File: config.mk
export PLATFORM = sky130hd
export DESIGN_NAME = ioc_conflict_bank
export DESIGN_NICKNAME = d
export VERILOG_FILES = /design/src/rtl/ioc_pkg.sv /design/src/rtl/ioc_phase.sv /design/src/rtl/ioc_policy.sv /design/src/rtl/ioc_bank.sv /design/src/rtl/ioc_conflict_bank.sv
export SDC_FILE = /design/constraint.sdc
export NUM_CORES = 2
export LEC_CHECK = 0
export CAP_MARGIN = 20
export CORE_UTILIZATION = 30
export CTS_CLUSTER_SIZE = 24
export DETAILED_ROUTE_END_ITERATION = 10
export PLACE_DENSITY = 0.45
export SETUP_SLACK_MARGIN = 0.5
export SLEW_MARGIN = 20
export SYNTH_ARGS = -nofsm -noshare
export SYNTH_HDL_FRONTEND = slang
export SYNTH_SLANG_ARGS = --single-unit
File: constraint.sdc
create_clock -name clk_i -period 5 [get_ports clk_i]
set_input_delay 1 -clock clk_i [delete_from_list [all_inputs] [get_ports clk_i]]
set_output_delay 1 -clock clk_i [all_outputs]
set_load 0.005 [all_outputs]
File: src/rtl/ioc_pkg.sv
package ioc_pkg;
  localparam int unsigned IDX_W = 7;
  localparam int unsigned NREG  = 1 << IDX_W;

  typedef enum logic [1:0] {
    POL_OLD = 2'b00,
    POL_NEW = 2'b01,
    POL_OR  = 2'b10,
    POL_CPU = 2'b11
  } pol_e;

  typedef logic [NREG-1:0][1:0] pol_tbl_t;

  localparam logic [IDX_W-1:0] IDX_IFLAG = 7'h0F;
  localparam logic [IDX_W-1:0] IDX_LCTRL = 7'h40;
  localparam logic [IDX_W-1:0] IDX_LSTAT = 7'h41;
  localparam logic [IDX_W-1:0] IDX_SCRY  = 7'h42;
  localparam logic [IDX_W-1:0] IDX_SCRX  = 7'h43;
  localparam logic [IDX_W-1:0] IDX_LCMP  = 7'h45;
  localparam logic [IDX_W-1:0] IDX_PAL0  = 7'h47;
  localparam logic [IDX_W-1:0] IDX_PAL1  = 7'h48;
  localparam logic [IDX_W-1:0] IDX_PAL2  = 7'h49;
  localparam logic [IDX_W-1:0] IDX_WINY  = 7'h4A;
  localparam logic [IDX_W-1:0] IDX_WINX  = 7'h4B;

  function automatic pol_tbl_t tbl_model_a();
    pol_tbl_t t;
    for (int i = 0; i < NREG; i++) t[i] = POL_OLD;
    t[IDX_IFLAG] = POL_CPU;
    t[IDX_PAL0]  = POL_OR;
    t[IDX_PAL1]  = POL_OR;
    t[IDX_PAL2]  = POL_OR;
    t[IDX_LCTRL] = POL_NEW;
    t[IDX_LSTAT] = POL_NEW;
    t[IDX_SCRY]  = POL_NEW;
    t[IDX_SCRX]  = POL_NEW;
    t[IDX_WINY]  = POL_NEW;
    t[IDX_WINX]  = POL_NEW;
    t[IDX_LCMP]  = POL_NEW;
    return t;
  endfunction

  function automatic pol_tbl_t tbl_model_b();
    pol_tbl_t t;
    for (int i = 0; i < NREG; i++) t[i] = POL_OLD;
    t[IDX_IFLAG] = POL_CPU;
    return t;
  endfunction
endpackage

File: src/rtl/ioc_phase.sv
module ioc_phase #(
  parameter int unsigned PH_W = 2
) (
  input  logic            clk_i,
  input  logic            rst_ni,
  output logic [PH_W-1:0] phase_o,
  output logic            slot_acc_o,
  output logic            slot_late_o
);
  logic [PH_W-1:0] ph_q;

  always_ff @(posedge clk_i or negedge rst_ni) begin
    if (!rst_ni) ph_q <= '0;
    else         ph_q <= ph_q + 1'b1;
  end

  assign phase_o     = ph_q;
  assign slot_acc_o  = (ph_q == '0);
  assign slot_late_o = (ph_q == PH_W'(1));
endmodule

File: src/rtl/ioc_policy.sv
module ioc_policy
  import ioc_pkg::*;
#(
  parameter int unsigned CPU_AW   = 16,
  parameter logic [CPU_AW-1:0] WIN_MASK = 16'hFF80,
  parameter logic [CPU_AW-1:0] WIN_BASE = 16'hFF00,
  parameter pol_tbl_t    TBL_A    = tbl_model_a(),
  parameter pol_tbl_t    TBL_B    = tbl_model_b()
) (
  input  logic              model_sel_i,
  input  logic [CPU_AW-1:0] cpu_addr_i,
  output logic [IDX_W-1:0]  idx_o,
  output pol_e              pol_o
);
  logic in_win;
  pol_e code_a, code_b;

  assign idx_o  = cpu_addr_i[IDX_W-1:0];
  assign in_win = (cpu_addr_i & WIN_MASK) == WIN_BASE;
  assign code_a = pol_e'(TBL_A[idx_o]);
  assign code_b = pol_e'(TBL_B[idx_o]);

  always_comb begin
    if (!in_win)          pol_o = POL_OLD;
    else if (model_sel_i) pol_o = code_b;
    else                  pol_o = code_a;
  end
endmodule

File: src/rtl/ioc_bank.sv
module ioc_bank
  import ioc_pkg::*;
#(
  parameter int unsigned DW   = 8,
  parameter int unsigned PH_W = 2
) (
  input  logic             clk_i,
  input  logic             rst_ni,
  input  logic [PH_W-1:0]  phase_i,
  input  logic             cpu_acc_i,
  input  logic [IDX_W-1:0] cpu_idx_i,
  input  logic [DW-1:0]    cpu_wdata_i,
  input  pol_e             pol_i,
  input  logic [IDX_W-1:0] per_addr_i,
  input  logic             per_we_i,
  input  logic [DW-1:0]    per_wdata_i,
  output logic [DW-1:0]    per_rdata_o
);
  logic [DW-1:0]    regs_q [NREG];
  logic             stage_vld_q;
  logic [IDX_W-1:0] stage_idx_q;
  logic [DW-1:0]    stage_dat_q;
  logic             cpu_now, stage_set, hit;
  logic [NREG-1:0]  we_vec;
  logic [DW-1:0]    wd_vec [NREG];
  logic [DW-1:0]    raw_rd;
  logic             wr_any;

  assign cpu_now   = cpu_acc_i && (pol_i != POL_CPU);
  assign stage_set = cpu_acc_i && (pol_i == POL_CPU);

  // CPU-wins writes wait one sub-cycle in a stage
  always_ff @(posedge clk_i or negedge rst_ni) begin
    if (!rst_ni) begin
      stage_vld_q <= 1'b0;
      stage_idx_q <= '0;
      stage_dat_q <= '0;
    end else begin
      stage_vld_q <= stage_set;
      if (stage_set) begin
        stage_idx_q <= cpu_idx_i;
        stage_dat_q <= cpu_wdata_i;
      end
    end
  end

  // priority: staged CPU > peripheral > immediate CPU
  for (genvar g = 0; g < NREG; g++) begin : g_dec
    logic st_hit, pe_hit, cp_hit;
    assign st_hit    = stage_vld_q && (stage_idx_q == IDX_W'(g));
    assign pe_hit    = per_we_i && (per_addr_i == IDX_W'(g));
    assign cp_hit    = cpu_now && (cpu_idx_i == IDX_W'(g));
    assign we_vec[g] = st_hit | pe_hit | cp_hit;
    assign wd_vec[g] = st_hit ? stage_dat_q : (pe_hit ? per_wdata_i : cpu_wdata_i);
  end

  always_ff @(posedge clk_i or negedge rst_ni) begin
    if (!rst_ni) begin
      for (int i = 0; i < NREG; i++) regs_q[i] <= '0;
    end else begin
      for (int i = 0; i < NREG; i++)
        if (we_vec[i]) regs_q[i] <= wd_vec[i];
    end
  end

  assign raw_rd = regs_q[per_addr_i];
  assign hit    = cpu_acc_i && (cpu_idx_i == per_addr_i);

  always_comb begin
    per_rdata_o = raw_rd;
    if (hit) begin
      case (pol_i)
        POL_NEW: per_rdata_o = cpu_wdata_i;
        POL_OR:  per_rdata_o = raw_rd | cpu_wdata_i;
        default: per_rdata_o = raw_rd;
      endcase
    end
  end

  assign wr_any = stage_vld_q | per_we_i | cpu_now;

  AST_ACC_SLOT: assert property (@(posedge clk_i) disable iff (!rst_ni)
    cpu_acc_i |-> (phase_i == '0));

  AST_STAGE_SLOT: assert property (@(posedge clk_i) disable iff (!rst_ni)
    stage_vld_q |-> (phase_i == PH_W'(1)));

  AST_STAGE_ONCE: assert property (@(posedge clk_i) disable iff (!rst_ni)
    stage_vld_q |=> !stage_vld_q);

  AST_CPU_WINS: assert property (@(posedge clk_i) disable iff (!rst_ni)
    (stage_vld_q && per_we_i && per_addr_i == stage_idx_q)
    |=> regs_q[$past(stage_idx_q)] == $past(stage_dat_q));

  AST_PER_WINS: assert property (@(posedge clk_i) disable iff (!rst_ni)
    (cpu_now && per_we_i && per_addr_i == cpu_idx_i)
    |=> regs_q[$past(cpu_idx_i)] == $past(per_wdata_i));

  AST_IDLE_HOLD: assert property (@(posedge clk_i) disable iff (!rst_ni)
    !wr_any |=> regs_q[$past(per_addr_i)] == $past(raw_rd));
endmodule

File: src/rtl/ioc_conflict_bank.sv
module ioc_conflict_bank
  import ioc_pkg::*;
#(
  parameter int unsigned DW     = 8,
  parameter int unsigned CPU_AW = 16,
  parameter int unsigned PH_W   = 2,
  parameter logic [CPU_AW-1:0] WIN_MASK = 16'hFF80,
  parameter logic [CPU_AW-1:0] WIN_BASE = 16'hFF00,
  parameter pol_tbl_t    TBL_A  = tbl_model_a(),
  parameter pol_tbl_t    TBL_B  = tbl_model_b()
) (
  input  logic              clk_i,
  input  logic              rst_ni,
  input  logic              model_sel_i,
  input  logic              cpu_we_i,
  input  logic [CPU_AW-1:0] cpu_addr_i,
  input  logic [DW-1:0]     cpu_wdata_i,
  input  logic [IDX_W-1:0]  per_addr_i,
  input  logic              per_we_i,
  input  logic [DW-1:0]     per_wdata_i,
  output logic [DW-1:0]     per_rdata_o,
  output logic [PH_W-1:0]   phase_o
);
  logic             slot_acc, slot_late, cpu_acc;
  logic [IDX_W-1:0] cpu_idx;
  pol_e             pol;

  ioc_phase #(.PH_W(PH_W)) u_phase (
    .clk_i      (clk_i),
    .rst_ni     (rst_ni),
    .phase_o    (phase_o),
    .slot_acc_o (slot_acc),
    .slot_late_o(slot_late)
  );

  ioc_policy #(
    .CPU_AW  (CPU_AW),
    .WIN_MASK(WIN_MASK),
    .WIN_BASE(WIN_BASE),
    .TBL_A   (TBL_A),
    .TBL_B   (TBL_B)
  ) u_policy (
    .model_sel_i(model_sel_i),
    .cpu_addr_i (cpu_addr_i),
    .idx_o      (cpu_idx),
    .pol_o      (pol)
  );

  assign cpu_acc = cpu_we_i && slot_acc;

  ioc_bank #(.DW(DW), .PH_W(PH_W)) u_bank (
    .clk_i      (clk_i),
    .rst_ni     (rst_ni),
    .phase_i    (phase_o),
    .cpu_acc_i  (cpu_acc),
    .cpu_idx_i  (cpu_idx),
    .cpu_wdata_i(cpu_wdata_i),
    .pol_i      (pol),
    .per_addr_i (per_addr_i),
    .per_we_i   (per_we_i),
    .per_wdata_i(per_wdata_i),
    .per_rdata_o(per_rdata_o)
  );

  AST_LATE_FOLLOWS: assert property (@(posedge clk_i) disable iff (!rst_ni)
    slot_acc |=> slot_late);
endmodule

* Word-level counts from Yosys, hierarchy flattened
Memory sizes are Yosys's and may differ from the RTL's. Cells that the tools add are included. W data, S select, Z words.
Storage, ports and cells: bits in read-only memories 512, output and inout bits 10, flip-flop bits (word level) 1042, word-level logic and storage cells 1439, memories kept 2
Memory list:
- (name not given) | words 128, bits a word 2, read ports 1, clocked after memory_dff 0, wr ports 0, RTL line ioc_policy.sv:20 | assign code_a = pol_e'(TBL_A[idx_o]);
- (name not given) | words 128, bits a word 2, read ports 1, clocked after memory_dff 0, wr ports 0, RTL line ioc_policy.sv:21 | assign code_b = pol_e'(TBL_B[idx_o]);
Cells by class: bitwise logic cells 258, reductions and logical operators 392, eq/ne operators 387, add/subtract/negate cells 1, multiplexer cells 265, magnitude comparators 2
Operators by type and width (count):
- $mux W8 | 259
- $eq A7 B7 Y1 const B | 192
- $eq A7 B6 Y1 const B | 96
- $logic_and A1 B1 Y1 | 388
- $eq A7 B5 Y1 const B | 48
- $or A1 B1 Y1 | 256
- $eq A7 B4 Y1 const B | 24
- $eq A7 B3 Y1 const B | 12
- $bmux W8 S7 | 1
- $eq A7 B2 Y1 const B | 6
- $eq A7 B1 Y1 const B | 3
- $logic_not A7 Y1 | 3
- $pmux W8 S2 | 1
- $eq A9 B9 Y1 const B | 1
- $ge A8 B8 Y1 const B | 1
- $lt A7 B8 Y1 const B | 1
- $mux W2 | 4
- $not A7 Y8 | 1
- $or A8 B8 Y8 | 1
- $eq A7 B7 Y1 | 1
- $eq A2 B2 Y1 const B | 2
- $add A2 B1 Y2 const B | 1
- $eq A2 B1 Y1 const B | 1
- $logic_not A2 Y1 | 1
- $ne A2 B2 Y1 const B | 1

* Longest topological paths before layout
word-level depth 8, mapped depth 15

* Cells and area by module
From an unflattened synthesis, not the netlist that was laid out.
Second synthesis, totals: cell total of the unflattened synthesis 7000, area total of the unflattened synthesis 71891.4 um2
By module, submodules not included:
- ioc_bank | area an instance 71645.0 um2, seq. area each 26025.0 um2, cells an instance 6968, times used 1
- ioc_policy | area an instance 157.7 um2, seq. area each 0.0 um2, cells an instance 25, times used 1
- ioc_phase | area an instance 82.6 um2, seq. area each 50.0 um2, cells an instance 6, times used 1
- ioc_conflict_bank | area an instance 6.3 um2, seq. area each 0.0 um2, cells an instance 1, times used 1

* Worst setup path after synthesis
OpenSTA, ideal clock, no wires.
kind input -> output, start input port cpu_addr_i[4], end output port per_rdata_o[4], stages on the path 11, required time 4.000 ns, arrival time 3.502 ns, path buffers 3, path slack 0.498 ns, cells stage by stage buf_2 > or3_1 > clkbuf_1 > nor3_1 > o21a_1 > ha_1 > nand3_1 > nor4_2 > buf_2 > a211oi_1 > a221oi_1
On the way: word-level cells in the longest chain between the ends 7, elaborated cells on any way between the ends 12
RTL lines:
- from (decl) | RTL line ioc_conflict_bank.sv:16 | input logic [CPU_AW-1:0] cpu_addr_i,
- $mem_v2 Z128 W2 (on tied branches)
- $mux W2 (on tied branches) | RTL line ioc_policy.sv:20, ioc_policy.sv:21
- $mux W2 | RTL line ioc_policy.sv:25 | else if (model_sel_i) pol_o = code_b;
- $mux W2 | RTL line ioc_policy.sv:24 | if (!in_win) pol_o = POL_OLD;
- $eq A2 B2 Y1 or $eq A2 B1 Y1 (tied branches) | RTL line ioc_bank.sv:72 | case (pol_i)
- $pmux W8 S2 | RTL line ioc_bank.sv:72
- $mux W8 * | RTL line ioc_bank.sv:71 | if (hit) begin
- to (decl) | RTL line ioc_conflict_bank.sv:21 | output logic [DW-1:0] per_rdata_o,
Mark *: on every way between the ends. The rest lies on a longest branch, timed or not. The select of a mux whose other input is x is not followed.

* Worst setup path after layout
start input port per_addr_i[1], end output port per_rdata_o[3]
On the way: word-level cells in the longest chain between the ends 7, elaborated cells on any way between the ends 9
RTL lines:
- from (decl) | RTL line ioc_conflict_bank.sv:18 | input logic [IDX_W-1:0] per_addr_i,
- $not A7 Y8 (not written as such) | RTL line ioc_bank.sv:66 | assign raw_rd = regs_q[per_addr_i];
- $bmux W8 S7 | RTL line ioc_bank.sv:66
- $mux W8 (not written as such) (2 in series) | RTL line ioc_bank.sv:66
- $or A8 B8 Y8 | RTL line ioc_bank.sv:74 | POL_OR: per_rdata_o = raw_rd | cpu_wdata_i;
- $pmux W8 S2 | RTL line ioc_bank.sv:72
- $mux W8 * | RTL line ioc_bank.sv:71
Marks and branches as above.

==> flow_summary.ini <==
[die]
die-area_sq_um = 243800
die_x_um = 493.8
die_h_um = 493.8
fp-row-count = 180
initial_core_util = 0.3017
coreArea_sq_um = 240500
io-pin-count = 54

[synth]
ys.flop_type = dfrtp_1
ys_seq_elements = 1042
synth_area_sq_um = 72560
muxShareOfSynthArea = 0.3806
synth_seq_area_share = 0.3593
syn_nets = 7149
synth-edff-count = 0
synth_compound_area_frac = 0.1167
synth_adder_area_share = 0.0006897
synth_top_family_by_area = multiplexers
synth_simple_gate_area_frac = 0.09977
synth_area_per_cell_sq_um = 10.22
yosysWarnings = 0
synth_cell_types = 82
synth_xor_area_frac = 0.0008449
synth_async_sr_flop_share = 1.000
synthCells = 7101

[worst_setup_path]
rrSetupSlack_ns = 1.42
crit_end = per_rdata_o[3]
r2r_start = u_bank.stage_idx_q[1]$_DFFE_PN0P_
crit_type = input pin to primary output
crit_path_end_kind = primary output
crit_buf_inv = 5
crit_cells = 10
cp.arrival_ns = 3.74
crit_fanout = 20
worstPathRequired_ns = 4.00
max_stage_delay_ns = 0.62
r2r-end = u_bank.regs_q[626]$_DFFE_PN0P_
crit_chain = buf_16, buf_4, buf_8, mux4_2, mux2i_1, a221oi_1, o21ai_0, a221oi_1, buf_4, dlygate4sd2_1
start_kind = input pin
cp-startpoint = per_addr_i[1]
critPathTopFamily = multiplexers
critPathSlowestCell = mux2i_1
rr_worst_depth = 7

[power]
p_int_uw = 17290
finalPower_uw = 24450
power.share.combinational = 0.174
p_leak_uw = 0.03451
share_seq_of_total_power = 0.402
power_density_nw_per_um2 = 284.8
switching_share = 0.2927
p_switching_uw = 7157
max-vdd-ir-drop_v = 0.0002724
clock_power_share = 0.424

[drt]
final_antenna_net_count = 0
drc = 0
drt_first_pass_iters = 8
viasPerCell = 5.752
totalWireLength_um = 340200
vias = 60932
drt_iter0_drc = 6204
wl_per_cell_um = 32.12

[timing]
final.min_clock_period_ns = 4.737
postLayoutSetupSlackWorst_ns = 0.2634
rsz0062_at_grt = yes
timing.final.crit_share = 0.9473
fin_skew_ns = 0.04887
fmax_mhz = 211.1
whs_ns = 0.2873
setup_violations = 0
maxSlewHeadroom = 0.2465
slew_viol_final = 0
finalHoldViolCount = 0
worst_pin_slew_ns = 1.130

[final_layout]
regArea_sq_um = 26110
syn_to_final_growth_pct = 18.31
drive_above_1_share = 0.3462
layout_commonest_cell = mux2i_1
finish.net_count = 7346
num-fill-cells = 23961
layout_common_cells = mux2i_1, dfrtp_1, mux2_2
final_cells = 10593
multi_input_area_sq_um = 44170

[global_route]
grt_max_degree = 107
grt_use_met3 = 0.05559
globalRouteTotalUtil = 0.2739
grt_pass1_wl_um = 479000
grt_pass1_vias = 59753
antenna_found_initial = 9
grt-busiest-layer = met2
grt-ovfl-total = 0
use_met1 = 0.3754
met2_usage = 0.4145

[clock_tree]
clk_pin_slew_ns = 0.06
cts_max_level = 4
clock-sinks = 1042
cts_buffers = 139
clock_latency_ns = 0.83
cts_buffer_depth = 3
root_buffer = clkbuf_16
cts_tree = yes
ctsHoldBuffers = 0

[placed_design]
dp_cells = 10290
pre_cts_ws_ns = -1.194
hpwlAfterDp_um = 217200
io_buffers = 53
gp_congestion = 0.9422

[flow_run]
cap_violations = 0

[run_status]
outcome = completed

[hold_path]
hp-class = input pin to async pin
## power groups by stage
| stage | combinational [uW] | clock [uW] | sequential (uW) |
|---|---|---|---|
| 5_1_grt | 4460 | 10800 | 9900 |
| 3_3_place_gp | 3990 | 0 | 9930 |
| 2_1_floorplan | 2330 | 0 | 9700 |
| 3_5_place_dp | 4050 | 0 | 9950 |
| 6_report | 4260 | 10400 | 9830 |
| 4_1_cts | 4180 | 10500 | 9800 |
## worst min path at each step
stage	endpoint	slack [ns]	depth (start not counted)
after global placement	u_phase.phase_o[0]$_DFF_PN0_	0.43	1
after global routing	u_bank.regs_q[560]$_DFFE_PN0P_	0.32	1
after floorplan	u_phase.phase_o[0]$_DFF_PN0_	0.44	1
final	u_bank.regs_q[547]$_DFFE_PN0P_	0.29	1
after CTS	u_bank.regs_q[560]$_DFFE_PN0P_	0.30	1
after detailed placement	u_phase.phase_o[0]$_DFF_PN0_	0.43	1
## flip-flops by register name (all words and copies together) (netlist names)
signal,flops
u_bank.stage_idx_q,7
u_bank.regs_q,1024
u_bank.stage_vld_q,1
u_bank.stage_dat_q,8
u_phase.phase_o,2
## synthesized netlist by cell type (all sizes together), types with 9 or more instances
master / number / share of area
or2: 9 / 0.00078
a211oi: 99 / 0.015
o21ai: 650 / 0.045
nor3: 72 / 0.0071
a2111oi: 14 / 0.0017
mux4: 184 / 0.057
mux2: 1024 / 0.16
o22ai: 12 / 0.0013
and3: 10 / 0.00086
nand3b: 10 / 0.0010
nor2: 556 / 0.036
a22o: 13 / 0.0016
buf: 233 / 0.018
clkbuf: 442 / 0.023
a31oi: 12 / 0.0011
mux2i: 1193 / 0.16
a221oi: 17 / 0.0031
a21oi: 424 / 0.029
o221ai: 29 / 0.0056
nand3: 45 / 0.0032
and2: 11 / 0.00095
nand2b: 15 / 0.0013
inv: 16 / 0.00083
nor2b: 27 / 0.0023
dfrtp: 1042 / 0.36
nand2: 782 / 0.042
a22oi: 54 / 0.0056
o211ai: 24 / 0.0040
## final cells by class
cell class,count,area share
multi-input combinational,5368,0.5145
sequential,1042,0.3041
timing repair buffer,731,0.08106
clock buffer,215,0.04945
tap,3185,0.04642
clock inverter,31,0.003702
inverter,16,0.0006996
antenna,5,0.0001457
## what timing repair did
action | CTS | global route
resized for setup | 189 | 18
buffers inserted | 34 | 12
pin swaps | 29 | 5
gates cloned | 5 | 1
setup endpoints to repair | 8 | 8
hold endpoints to repair | 0 | 0
## routing by layer
layer	vias to the layer above	wire (um)
met5	-	13
met1	31470	149100
met4	2	16730
met3	631	26210
met2	2694	148200
li1	26135	-
## per-stage QoR
stage	instance area, sq um	setup TNS (ns)	utilization
2_1_floorplan	72570	0	-
3_3_place_gp	79970	-26.09	0.3325
3_5_place_dp	79990	-6.873	0.3326
4_1_cts	85610	0	0.3559
5_1_grt	85840	0	0.3569
6_report	85850	0	0.3569
## kinds of logic after synthesis
group / Yosys count
muxes: 2401
and+or+nand+nor: 1579
AOI/OAI and AO/OA: 1377
DFF: 1042
buffers and inverters: 691
xor gates and xnor gates: 7
adders and majority gates: 4
Power figures use the tool's default switching activity.
